File: src/rtl/sar_ctrl.sv
module sar_ctrl #(
  parameter int WIDTH         = 8,
  parameter int SAMPLE_CYCLES = 4
) (
  input  logic             clk,
  input  logic             rst_n,
  input  logic             start,
  input  logic             cmp_ge,
  output logic [WIDTH-1:0] dac_code,
  output logic [WIDTH-1:0] result,
  output logic             eoc,
  output logic             sample
);

  localparam int CW = (SAMPLE_CYCLES > 1) ? $clog2(SAMPLE_CYCLES) : 1;
  localparam logic [WIDTH-1:0] TOP_BIT = {1'b1, {(WIDTH-1){1'b0}}};

  typedef enum logic [1:0] {IDLE, TRACK, SEARCH} state_t;

  state_t           state_q;
  logic [CW-1:0]    cnt_q;
  logic [WIDTH-1:0] code_q, mask_q, result_q, decided;
  logic             eoc_q;

  assign decided  = cmp_ge ? code_q : (code_q & ~mask_q);
  assign dac_code = code_q;
  assign result   = result_q;
  assign eoc      = eoc_q;
  assign sample   = (state_q == TRACK);

  always_ff @(posedge clk) begin
    if (!rst_n) begin
      state_q  <= IDLE;
      cnt_q    <= '0;
      code_q   <= '0;
      mask_q   <= '0;
      result_q <= '0;
      eoc_q    <= 1'b0;
    end else begin
      eoc_q <= 1'b0;
      case (state_q)
        IDLE: begin
          if (start) begin
            state_q <= TRACK;
            cnt_q   <= '0;
          end
        end
        TRACK: begin
          if (cnt_q == CW'(SAMPLE_CYCLES - 1)) begin
            state_q <= SEARCH;
            code_q  <= TOP_BIT;
            mask_q  <= TOP_BIT;
          end else begin
            cnt_q <= cnt_q + 1'b1;
          end
        end
        SEARCH: begin
          code_q <= decided | (mask_q >> 1);
          mask_q <= mask_q >> 1;
          if (mask_q[0]) begin
            result_q <= decided;
            eoc_q    <= 1'b1;
            state_q  <= IDLE;
          end
        end
        default: state_q <= IDLE;
      endcase
    end
  end

endmodule

File: config.mk
export PLATFORM = sky130hd
export DESIGN_NAME = sar_ctrl
export DESIGN_NICKNAME = d
export VERILOG_FILES = /design/src/rtl/sar_ctrl.sv
export SDC_FILE = /design/constraint.sdc
export NUM_CORES = 1
export LEC_CHECK = 0
export ABC_CLOCK_PERIOD_IN_PS = 1400
export BUFFER_PORTS_ARGS = -buffer_cell sky130_fd_sc_hd__buf_4
export CAP_MARGIN = 40
export CORE_ASPECT_RATIO = 1.75
export CORE_UTILIZATION = 45
export CTS_CLUSTER_SIZE = 20
export DETAILED_ROUTE_END_ITERATION = 8
export PLACE_DENSITY = 0.75
export SETUP_SLACK_MARGIN = 0.1
export SYNTH_ARGS = -nofsm -noshare
export SYNTH_HDL_FRONTEND = slang
export SYNTH_SLANG_ARGS = --single-unit
export TNS_END_PERCENT = 20
File: constraint.sdc
create_clock -name clk -period 1.4 [get_ports clk]
set_input_delay 0.14 -clock clk [delete_from_list [all_inputs] [get_ports clk]]
set_output_delay 0.14 -clock clk [all_outputs]
set_load 0.02 [all_outputs]
==> flow_results.org <==
** Setup path
- CP max-delay cell :: sky130_fd_sc_hd__a221o_2
- Arr. time, crit path :: around 1.5 ns
- The critical path in this run is classified as register to register.
- The worst setup path is launched from a register.
- Crit Reg-Reg Endpoint :: dac_code[1]
- For flop-to-flop paths, the worst setup slack is 0.11 ns.
- Highest cell delay on the worst timing path :: around 0.38 ns
- Req. time, crit path :: about 1.6 ns
- Worst setup EP type :: register
- Along the worst path, the maximum fanout reaches 7.
- Traced cell by cell, the critical path runs through ha_4 > nand3b_1 > and3_4 > a221o_2.
- The worst register-to-register path has a depth of 4.
- Crit Reg-Reg Startpoint :: cnt_q[1]

** Timing
- Fin. max-slew vios :: 0
- Tmin final :: between 1 and 1.5 ns
- Worst Max-Slew Pin Slew :: 0.384 ns
- Fmax achieved :: 776 MHz
- Setup violations remaining at the end of the flow were counted as 0.
- In the finished design, the share of the clock period the worst path needs comes to 0.921.
- RSZ-0062 raised after global routing :: true
- The worst pin sits at a relative slew slack of 0.743.
- Final clock skew :: about 0.0060 ns
- Final hold slack :: 0.189 ns
- Hold Fails Final Rpt :: 0

** Finish
- The number of antenna diodes in the final layout is 0.
- Highest-count cells in the layout ignoring fill and taps :: sky130_fd_sc_hd__buf_4 (27), sky130_fd_sc_hd__dfxtp_1 (26), sky130_fd_sc_hd__a21boi_0 (12), sky130_fd_sc_hd__nand2_1 (11), sky130_fd_sc_hd__nand2b_1 (9)
- Growth of design area from synthesis to finish :: 25.6%
- Commonest non-fill, non-tap cell in the layout :: sky130_fd_sc_hd__buf_4
- Final nets :: between 150 and 200
- Proportion of layout cells with a drive suffix above 1 :: 0.338
- Final std cell area, no fill :: 1520 µm²

** CTS
- Clock-pin slew was measured on the worst setup and hold paths at roughly 0.060 ns.
- The number of setup buffers added after CTS is 0.
- Root Driver :: sky130_fd_sc_hd__clkbuf_8
- The clock reaches the later pin of the worst-skew pair after 0.28 ns.
- No sink is reached through more buffers than the 2 on the longest clock path.
- TritonCTS built the clock tree.
- The clock net in this run drives a total of 29 sinks.
- The H-tree was split into 2 levels.
- Num CTS Buffers :: 5

** Yosys
- Average instance area after synthesis :: 10.1 µm²
- For this run, the number of Yosys warnings is 0.
- Count of unique library cells instantiated by Yosys :: 29
- Ranked by total cell area, the synthesized netlist is headed by sky130_fd_sc_hd__dfxtp_1 (48%), sky130_fd_sc_hd__a21boi_0 (7.5%), sky130_fd_sc_hd__nand2b_1 (4.7%).
- Of all cell types, the one taking the most synthesized area is sky130_fd_sc_hd__dfxtp_1.
- Syn Nets :: ~130
- Synth Register Bits :: 29
- Share of the yosys chip area belonging to registers :: 0.481
- Cells after synthesis :: 120
- Netlist Area Pre-Place :: ~1200 µm²
- Number of enable-type register cells in the synthesized netlist :: 0
- Share of synthesized flip-flops with an asynchronous set or reset :: 0
- In the synthesized netlist the dominant register cell turns out to be sky130_fd_sc_hd__dfxtp_1.
- Fraction of synthesized cell area taken by the top area cell type :: 0.481

** Floorplanning
- The die is slightly above 70 µm tall.
- In this run the core area contains 24 standard-cell rows.
- The core region is 2520 µm².
- For this configuration, the core starts out at a cell density of 0.479.
- The floorplan step defined a die boundary enclosing slightly below 3000 µm².
- During I/O placement, the number of pins put on the boundary was 22.
- The floorplan step set the die width to 41.2 µm.

** Drt
- The detail route stage leaves a number of antenna-violating nets equal to 0.
- Routed metal-1 wire length :: 1060 µm
- Summed over all layers, the routed wires come to 2540 µm.
- In this run, the number of DRC markers left after iteration 0 of detailed routing was 11.
- For this run, design rule violations remaining after detail routing come to 0.
- Drt first pass iters :: 6
- The routed layout has between 900 and 1000 vias.
- Post-DR vias/cell :: about 5.7
- Dividing the detail-routed wire length by the instance count gives approximately 15 µm.
- Met2 wirelength from detailed routing :: about 1300 µm
- Highest Signal Layer :: met4
- WL met3 :: around 100 µm

** Power
- The analysis attributes to cell leakage a power of 0.621 nW.
- The worst-case IR drop observed on VDD is about 650 µV.
- Power Density :: around 1100 nW/µm²

** Run status
- Run status :: finished, final reports clean

** Placement
- Routability-driven placement finished with a final weighted congestion of just over 0.7.
- Port Buf Inserts :: 21
- Half-perimeter wire length of the detailed placement result :: approximately 1700 µm
- Area post-placement :: 1400 µm²

** GRT
- Entering global routing, the biggest net connects 16 pins.
- The total overflow left after global routing is 0.
- Initial antenna violation count :: 0
- Wire length of the first global-routing pass :: between 3000 and 4000 µm
- For this run, the total global-route usage over all layers was measured as 0.198.
- Number of global-route vias before repair :: 904

** Min path
- Hold-critical path depth :: 4
- Worst-case hold path end point :: cnt_q[1]
- Launch instance of the worst min-delay path :: start
- The worst hold path belongs to the class input pin to register.

** Flow run
- Max-cap check violation count :: 0
## critical path, delay by kind of cell (launching register included)
kind                       cells  cell delay (ns)
DFF                            1             0.36
adders and majority gates      1             0.13
AOI/OAI and AO/OA              1             0.38
and+or+nand+nor                2             0.31
## metal layers
metal / vias to the layer above / global-route usage
li1: 496 / -
met1: 474 / 0.231
met2: 17 / 0.302
met3: 7 / 0.0667
met4: 0 / 0.104
met5: - / 0
## state kept, by name, summed over array words and instances, names as in the netlist
register	flops
cnt_q	2
eoc	1
dac_code	8
result	8
state_q	2
mask_q	8
## what timing repair did
item,CTS,global route
gates resized for setup,3,3
cloned,1,1
endpoints found under the setup margin,14,15
hold buffers,0,0
## synth_stat cells (2+ instances only)
| master | instances |
|---|---|
| sky130_fd_sc_hd__nand2_1 | 11 |
| sky130_fd_sc_hd__dfxtp_1 | 29 |
| sky130_fd_sc_hd__and2_1 | 2 |
| sky130_fd_sc_hd__a22o_2 | 5 |
| sky130_fd_sc_hd__a22o_1 | 2 |
| sky130_fd_sc_hd__a221o_1 | 4 |
| sky130_fd_sc_hd__and3b_1 | 2 |
| sky130_fd_sc_hd__buf_2 | 5 |
| sky130_fd_sc_hd__o21ai_0 | 2 |
| sky130_fd_sc_hd__nand3b_1 | 2 |
| sky130_fd_sc_hd__a221o_2 | 3 |
| sky130_fd_sc_hd__nand2b_1 | 9 |
| sky130_fd_sc_hd__nand3_1 | 8 |
| sky130_fd_sc_hd__o21bai_1 | 3 |
| sky130_fd_sc_hd__and3_1 | 8 |
| sky130_fd_sc_hd__a21boi_0 | 12 |
## stage by stage
step                      setup WS [ns]  instances  total power, mW  utilization  TNS (ns)
after floorplan                  0.0294        120            0.915            -         0
after global placement          0.00654        165            0.939        0.556         0
after detailed placement        -0.0472        165            0.942        0.556    -0.124
after CTS                        0.0975        173             1.62        0.596         0
after global routing             0.0660        174             1.66        0.601         0
final                             0.111        174             1.61        0.601         0
## worst max path at each step
stage / from / end / slack, ns
2_1_floorplan: cnt_q[0] / dac_code[5] / 0.03
3_3_place_gp: cnt_q[1] / dac_code[2] / 0.007
3_5_place_dp: cnt_q[1] / dac_code[1] / -0.05
4_1_cts: state_q[0] / sample / 0.1
5_1_grt: cnt_q[1] / dac_code[1] / 0.07
6_report: cnt_q[1] / dac_code[1] / 0.11
## cell families (layout without fill, tap and decap cells)
logic type                 Yosys count  count (layout)  synth area share
muxes                                1               1           0.00829
adders and majority gates            1               1            0.0104
DFF                                 29              29             0.481
buffers and inverters                9              35            0.0487
and+or+nand+nor                     47              49             0.221
AOI/OAI and AO/OA                   33              33             0.231
## where the power goes
group / switching, mW / internal, mW
registers: 0.0101 / 0.834
logic: 0.0403 / 0.0441
clock network: 0.289 / 0.389
total: 0.339 / 1.27
## layout make-up
cell class / count / area (µm²)
Fill cell: 241 / 1010
Multi-Input combinational cell: 84 / 604
Inverter: 1 / 3.75
Timing Repair Buffer: 27 / 203
Clock buffer: 7 / 86.3
Tap cell: 26 / 32.5
Sequential cell: 29 / 587
Power figures use the tool's default switching activity.
